**config.mk**
```make
export PLATFORM = sky130hd
export DESIGN_NAME = lfsrx_pattern_gen
export DESIGN_NICKNAME = d
export VERILOG_FILES = /design/src/rtl/lfsrx_pkg.sv /design/src/rtl/lfsrx_action_dec.sv /design/src/rtl/lfsrx_stage_reg.sv /design/src/rtl/lfsrx_parity_net.sv /design/src/rtl/lfsrx_pattern_gen.sv
export SDC_FILE = /design/constraint.sdc
export NUM_CORES = 1
export LEC_CHECK = 0
export ABC_AREA = 1
export BUFFER_PORTS_ARGS = -buffer_cell sky130_fd_sc_hd__buf_2
export CAP_MARGIN = 20
export CORE_AREA = 2 2 39 41
export CTS_BUF_LIST = sky130_fd_sc_hd__clkbuf_4 sky130_fd_sc_hd__clkbuf_8
export DETAILED_ROUTE_END_ITERATION = 8
export DIE_AREA = 0 0 41 43
export GPL_TIMING_DRIVEN = 0
export PLACE_DENSITY = 0.37
export SKIP_LAST_GASP = 1
export SYNTH_ARGS = -nofsm -noshare
export SYNTH_HDL_FRONTEND = slang
export SYNTH_SLANG_ARGS = --single-unit
export TNS_END_PERCENT = 1
```
**constraint.sdc**
```tcl
create_clock -name clk -period 0.9 [get_ports clk]
set_input_delay 0.135 -clock clk [delete_from_list [all_inputs] [get_ports clk]]
set_output_delay 0.135 -clock clk [all_outputs]
set_load 0.02 [all_outputs]
```
**src/rtl/lfsrx_pkg.sv**
```systemverilog
package lfsrx_pkg;

    localparam int STAGES   = 3;
    localparam int PAT_W    = STAGES + 1;
    localparam int PERIOD   = (1 << STAGES) - 1;

    typedef logic [STAGES-1:0] stage_t;
    typedef logic [PAT_W-1:0]  pattern_t;

    typedef enum logic [1:0] {
        ACT_HOLD   = 2'd0,
        ACT_STEP   = 2'd1,
        ACT_LOAD   = 2'd2,
        ACT_RESEED = 2'd3
    } act_e;

    // Bit STAGES-1 is x1, bit 0 is x3.
    function automatic stage_t advance(input stage_t s);
        stage_t n;
        n[2] = s[2] ^ s[0];
        n[1] = s[2] ^ s[1];
        n[0] = s[1];
        return n;
    endfunction

endpackage

```
**src/rtl/lfsrx_action_dec.sv**
```systemverilog
module lfsrx_action_dec
    import lfsrx_pkg::*;
(
    input  logic   seed_load,
    input  logic   seed_zero,
    input  logic   step_en,
    output act_e   act
);

    always_comb begin
        unique case ({seed_load, step_en})
            2'b10, 2'b11: act = seed_zero ? ACT_RESEED : ACT_LOAD;
            2'b01:        act = ACT_STEP;
            default:      act = ACT_HOLD;
        endcase
    end

endmodule

```
**src/rtl/lfsrx_stage_reg.sv**
```systemverilog
module lfsrx_stage_reg
    import lfsrx_pkg::*;
#(
    parameter stage_t SEED_DEFAULT = 3'b100
) (
    input  logic   clk,
    input  logic   rst,
    input  act_e   act,
    input  stage_t seed_val,
    output stage_t stages
);

    stage_t state_q;
    stage_t state_d;

    always_comb begin
        unique case (act)
            ACT_HOLD:   state_d = state_q;
            ACT_STEP:   state_d = advance(state_q);
            ACT_LOAD:   state_d = seed_val;
            ACT_RESEED: state_d = SEED_DEFAULT;
        endcase
    end

    always_ff @(posedge clk) begin
        if (rst) state_q <= SEED_DEFAULT;
        else     state_q <= state_d;
    end

    always_comb begin
        stages = state_q;
    end

    AST_RESET_SEED: assert property (@(posedge clk) disable iff (rst)
        $past(rst) |-> (state_q == SEED_DEFAULT));
    AST_SHIFT_X3: assert property (@(posedge clk) disable iff (rst)
        (act == ACT_STEP) |=> (state_q[0] == $past(state_q[1])));
    AST_HOLD_STABLE: assert property (@(posedge clk) disable iff (rst)
        (act == ACT_HOLD) |=> $stable(state_q));
    AST_LOAD_WINS: assert property (@(posedge clk) disable iff (rst)
        (act == ACT_LOAD) |=> (state_q == $past(seed_val)));
    AST_ZERO_RESEED: assert property (@(posedge clk) disable iff (rst)
        (act == ACT_RESEED) |=> (state_q == SEED_DEFAULT));
    AST_NEVER_ZERO: assert property (@(posedge clk) disable iff (rst)
        $past(rst) || !$past(rst) |-> (state_q != '0));

endmodule

```
**src/rtl/lfsrx_parity_net.sv**
```systemverilog
module lfsrx_parity_net #(
    parameter int WIDTH = 3
) (
    input  logic [WIDTH-1:0] taps,
    output logic             sum
);

    logic [WIDTH:0] chain;
    assign chain[0] = 1'b0;

    for (genvar i = 0; i < WIDTH; i++) begin : g_xor
        assign chain[i+1] = chain[i] ^ taps[i];
    end

    assign sum = chain[WIDTH];

endmodule

```
**src/rtl/lfsrx_pattern_gen.sv**
```systemverilog
module lfsrx_pattern_gen
    import lfsrx_pkg::*;
#(
    parameter stage_t SEED_DEFAULT = 3'b100
) (
    input  logic             clk,
    input  logic             rst,
    input  logic             seed_load,
    input  logic [STAGES-1:0] seed_val,
    input  logic             step_en,
    output logic [PAT_W-1:0] pattern
);

    act_e   act;
    stage_t stages;
    logic   x4;

    lfsrx_action_dec u_dec (
        .seed_load (seed_load),
        .seed_zero (seed_val == '0),
        .step_en   (step_en),
        .act       (act)
    );

    lfsrx_stage_reg #(
        .SEED_DEFAULT (SEED_DEFAULT)
    ) u_reg (
        .clk      (clk),
        .rst      (rst),
        .act      (act),
        .seed_val (seed_val),
        .stages   (stages)
    );

    lfsrx_parity_net #(
        .WIDTH (STAGES)
    ) u_net (
        .taps (stages),
        .sum  (x4)
    );

    always_comb begin
        pattern = {stages, x4};
    end

    AST_EVEN_PARITY: assert property (@(posedge clk) disable iff (rst)
        (^pattern) == 1'b0);

endmodule

```
==> impl_metrics.csv, run 1 <==
group,metric,value,unit
power_and_ir_drop,seq_power_share,27.0,%
clock_tree,cts_root_buffer,"clkbuf_4",
route,viasPerCell,3.67,
clock_tree,cts_tree,"yes",
die,initial_core_util,13.9,%
power_and_ir_drop,p_clk_share,48.4,%
final_layout,insertedDiodeCount,0,
clock_tree,clk_latency,0.24,ns
logic_synthesis,synth.largest_area_cell,"dfxtp_1",
route,drt_first_pass_iters,4,
critical_path,worstSetupPathType,"register to output pin",
logic_synthesis,yosys_warnings,0,
clock_tree,cts_made_buffers,3,
status,violations,"negative setup slack",
die,die_height,43,um
timing,post-route-period-util,131,%
clock_tree,cts-htree-levels,1,
route,drt_iter0_markers,1,
critical_path,cp-end-kind,"output pin",
final_layout,largest_reg_flops,3,
status,status,"complete, but fails checks",
timing,setup_slack,-0.277,ns
die,die_area,1760,sq um
logic_synthesis,syn_inst,33,
global_route,grt_pass1_vias,193,
worst_hold_path,hp-class,"primary input to register",
power_and_ir_drop,irDropWorstVdd,0.000360,V
route,wirelength,494,um
critical_path,startpoint_type,"register",
placed_design,place_congestion,0.711,
timing,worstMarginPinSlew,0.165,ns
final_layout,area_growth,67.5,%
route,vias,235,
logic_synthesis,ys_ff_latch,3,
final_layout,drive_above_1_share,50.0,%
route,antenna_left,0,
logic_synthesis,synth.avg_cell_area,5.84,sq um
logic_synthesis,synth_area_leaders,"dfxtp_1 (31%), nand2_1 (18%), inv_1 (14%), nand3_1 (13%), nor2_1 (5.8%)",
flow_run,max_cap_violations,0,
route,drt_drc_violations_left,0,
timing,clock.fmax,0.850,GHz
route,wire_per_inst,7.72,um
timing,hold_violations,0,
power_and_ir_drop,p_sw_share,29.2,%
timing,setup_viol,3,
clock_tree,clk_path_buf_depth,2,
timing,min_period,1.18,ns
timing,rsz0062_at_grt,"yes",
logic_synthesis,ys_types,9,
power_and_ir_drop,p_leak,0.182,nW
placed_design,port_buffers,10,
global_route,overflow,0,
global_route,grt_pass1_wl,759,um
timing,slew_violations,0,
power_and_ir_drop,power_frac_comb,24.6,%
final_layout,final_nets,56,
critical_path,cp_max_fo,3,
die,design.core.area,1380,sq um
power_and_ir_drop,pwr_density_cell,1770,nW/um^2
die,rows,14,
timing,relSlewSlack,88.9,%
logic_synthesis,yosysTopAreaCellShare,31.2,%
global_route,grt_max_degree,6,
logic_synthesis,ys_seq_area_share,31.2,%
die,ios,11,
critical_path,crit_arrival,1.04,ns
global_route,grt.total_usage,7.41,%
logic_synthesis,syn_area,193,sq um
placed_design,dpl.hpwl,393,um
power_and_ir_drop,power.switching,0.166,mW
power_and_ir_drop,finalPower,0.570,mW
critical_path,crit_required,0.76,ns
clock_tree,clock-sinks,3,
global_route,antenna_found_initial,0,
logic_synthesis,syn_nets,40,
placed_design,pre_cts_slack,-0.152,ns
power_and_ir_drop,power.internal,0.404,mW
clock_tree,clk_pin_slew_worst_paths,0.04,ns
die,die_w,41,um
timing,finClkSkew,0.00298,ns
clock_tree,hold_buffers,0,
## layout by cell type (no fill, tap or decap), drive strengths merged
cell type	count
xor2	1
dfxtp	3
buf	12
nor2	3
a21oi	2
nand2	9
nand3	5
clkbuf	4
o21ai	2
inv	7
## area by class of cell
type / count / area [sq um]
Timing Repair Buffer: 12 / 71.3
Inverter: 7 / 26.3
Fill cell: 161 / 1060
Multi-Input combinational cell: 22 / 106
Sequential cell: 3 / 68.8
Tap cell: 16 / 20.0
Clock buffer: 4 / 30.0
## cell usage after synthesis
| cell | n |
|---|---|
| buf_4 | 1 |
| nand3_1 | 5 |
| nor2_1 | 3 |
| dfxtp_1 | 3 |
| inv_1 | 7 |
| a21oi_1 | 2 |
| o21ai_0 | 2 |
| nand2_1 | 9 |
| xor2_1 | 1 |
## power by group through the flow
stage	clock [mW]	combinational [mW]	sequential [mW]
after floorplan	0	0.0701	0.170
after global placement	0	0.125	0.159
after detailed placement	0	0.126	0.159
after CTS	0.284	0.141	0.153
after global routing	0.303	0.153	0.156
final	0.276	0.140	0.154
## per-stage QoR
stage	hold WS [ns]	std cells	setup TNS [ns]	area, sq um	utilization [%]
2_1_floorplan	0.233	33	-0.0414	204	-
3_3_place_gp	0.359	59	-0.146	274	19.8
3_5_place_dp	0.359	59	-0.152	274	19.8
4_1_cts	0.115	64	-0.482	320	23.1
5_1_grt	0.119	64	-0.607	323	23.3
6_report	0.113	64	-0.475	323	23.3
## final timing paths
path                           startpoint                      endpoint  slack (ns)  depth (start not counted)
max reg2reg  u_reg.stages[2]$_SDFFE_PP1P_  u_reg.stages[2]$_SDFFE_PP1P_        0.10                          3
max          u_reg.stages[2]$_SDFFE_PP1P_                    pattern[0]       -0.28                          5
min                                   rst  u_reg.stages[2]$_SDFFE_PP1P_        0.11                          3
min reg2reg  u_reg.stages[1]$_SDFFE_PP0P_  u_reg.stages[1]$_SDFFE_PP0P_        0.57                          3
## repair_timing
| action | in CTS | in global routing |
|---|---|---|
| gates resized for setup | 3 | 1 |
| endpoints found under the setup margin | 2 | 4 |
| buffers inserted | 2 | 0 |
| pin swaps | 3 | 0 |
## logic make-up after synthesis
logic type | count (synthesis) | synth area share, %
AOI/OAI and AO/OA | 4 | 10.4
DFF | 3 | 31.2
buffers and inverters | 8 | 17.5
and+or+nand+nor | 17 | 36.4
xor gates and xnor gates | 1 | 4.55
## per-layer routing
metal | vias to the layer above | global-route usage [%] | share of wire (%)
li1 | 130 | - | -
met1 | 93 | 7.64 | 49
met2 | 10 | 8.13 | 41
met3 | 2 | 4.71 | 8.1
met4 | 0 | 10.0 | 1.6
met5 | - | 0 | 0
## worst max-delay path, cell delays in order (launching register included)
cell and delay (ns):
dfxtp_4 0.35, inv_2 0.03, nand2_2 0.07, nand2_2 0.05, xor2_1 0.17, buf_6 0.14
Note: power is estimated with default switching activity, not from simulation.
==> run 2, diff against run 1 <==
RECOVER_POWER = 100   (was unset)
clock period = 1 ns   (was 0.9 ns; I/O delays follow)
==> run 2 against run 1 <==
The run still ends with negative setup slack left. Clock power fell by 11%. Utilization shrank 1.1 points. Sequential share of layout area grew 0.63 points. Hold slack improved by 0.0067 ns. Register-to-register slack better by 0.05 ns. Die area is the same. First-iteration DRC count rose to 4.0 times the previous value. Flip-flop and latch count stayed put. Critical path depth did not move.
==> impl_metrics.csv, run 2 (synthesized netlist as in run 1, its figures left out) <==
group,metric,value,unit
status,status,"complete, but fails checks",
status,violations,"negative setup slack",
timing,finClkSkew,0.00738,ns
final_layout,area_growth,59.7,%
power_and_ir_drop,p_leak,0.172,nW
global_route,antenna_found_initial,0,
clock_tree,clk_path_buf_depth,2,
clock_tree,clk_latency,0.24,ns
die,die_height,43,um
route,viasPerCell,3.76,
global_route,overflow,0,
route,drt_first_pass_iters,3,
route,vias,237,
timing,setup_slack,-0.185,ns
clock_tree,clk_pin_slew_worst_paths,0.04,ns
clock_tree,cts_root_buffer,"clkbuf_4",
critical_path,crit_required,0.85,ns
clock_tree,cts_made_buffers,3,
route,drt_drc_violations_left,0,
final_layout,layout_commonest_cell,"buf_2",
die,design.core.area,1380,sq um
placed_design,pre_cts_slack,-0.0787,ns
critical_path,cp_max_fo,4,
timing,relSlewSlack,87.8,%
timing,fin_setup_tns,-0.277,ns
timing,slew_violations,0,
timing,min_period,1.19,ns
critical_path,worstSetupPathType,"register to output pin",
critical_path,startpoint_type,"register",
final_layout,final_nets,55,
global_route,grt_max_degree,6,
critical_path,cp-end-kind,"output pin",
final_layout,insertedDiodeCount,0,
timing,hold_violations,0,
clock_tree,clock-sinks,3,
timing,clock.fmax,0.844,GHz
global_route,grt_pass1_wl,814,um
flow_run,max_cap_violations,0,
die,die_area,1760,sq um
clock_tree,cts_tree,"yes",
placed_design,port_buffers,10,
global_route,grt_pass1_vias,220,
die,die_w,41,um
power_and_ir_drop,pwr_density_cell,1630,nW/um^2
global_route,grt.total_usage,7.71,%
route,drt_iter0_markers,4,
power_and_ir_drop,irDropWorstVdd,0.000365,V
route,antenna_left,0,
placed_design,place_congestion,0.727,
die,initial_core_util,13.9,%
final_layout,regArea,67.6,sq um
final_layout,multi_input_area,104,sq um
timing,setup_viol,2,
final_layout,layout_common_cells,"buf_2 (9), nand2_1 (7), inv_1 (5), nand3_1 (5), clkbuf_4 (4)",
timing,worstMarginPinSlew,0.181,ns
die,rows,14,
die,ios,11,
placed_design,dpl.hpwl,388,um
final_layout,n_fill_cell,164,
timing,rsz0062_at_grt,"yes",
worst_hold_path,hp-class,"primary input to register",
critical_path,crit_arrival,1.04,ns
route,wire_per_inst,7.83,um
clock_tree,cts-htree-levels,1,
timing,post-route-period-util,119,%
route,wirelength,493,um
final_layout,largest_reg_flops,3,
final_layout,drive_above_1_share,42.6,%
[run 2: changes by cell type in the layout (fill, tap and decap cells not counted), sizes merged]
cell | before | now
buf | 12 | 10
clkbuf | 4 | 5
[run 2: final timing paths]
path,from,endpoint,slack (ns),depth (start not counted)
max,u_reg.stages[0]$_SDFFE_PP0P_,pattern[0],-0.19,5
min,rst,u_reg.stages[2]$_SDFFE_PP1P_,0.12,3
max reg2reg,u_reg.stages[2]$_SDFFE_PP1P_,u_reg.stages[1]$_SDFFE_PP0P_,0.15,5
min reg2reg,u_reg.stages[0]$_SDFFE_PP0P_,u_reg.stages[0]$_SDFFE_PP0P_,0.58,4
[run 2: through the flow]
| stage | power, mW | cell area [sq um] | instances | hold slack, ns | util (%) |
|---|---|---|---|---|---|
| final | 0.501 | 308 | 63 | 0.120 | 22.2 |
| after global routing | 0.550 | 308 | 63 | 0.138 | 22.2 |
| after CTS | 0.516 | 305 | 63 | 0.111 | 22.1 |
| after detailed placement | 0.254 | 269 | 59 | 0.366 | 19.4 |
| after global placement | 0.255 | 269 | 59 | 0.370 | 19.4 |
| after floorplan | 0.214 | 199 | 33 | 0.248 | - |
[run 2: cell type report]
type                    instances  share of cell area (%)
inverters                       7                    8.54
flip-flops and latches          3                    22.0
well taps                      16                    6.50
multi-input cells              22                    33.7
clock buffers                   4                    9.76
repair buffers                 11                    19.5
[run 2: timing repair]
action	in CTS	in global routing
pin swaps	2	3
resized for setup	2	5
hold buffers	0	0
buffers inserted	1	0
setup endpoints to repair	1	2
[run 2: metal layers]
metal / part of all wire [%] / track usage (%) / vias to the layer above
met5: 0 / 0 / -
met4: 0 / 12.0 / 0
met3: 7.9 / 1.57 / 0
met2: 44 / 8.44 / 9
met1: 47 / 9.24 / 101
li1: - / - / 127
[run 2: where the power goes]
| part | internal (mW) | switching (mW) | leakage [nW] |
|---|---|---|---|
| Sequential | 0.129 | 0.00872 | 0.0257 |
| Clock | 0.177 | 0.0684 | 0.0184 |
| Combinational | 0.0510 | 0.0673 | 0.128 |
[run 2: worst max-delay path: stages (launching register included)]
cell	delay, ns
dfxtp_4	0.35
inv_2	0.03
nand2_2	0.06
nand2_2	0.05
xor2_1	0.17
buf_6	0.14
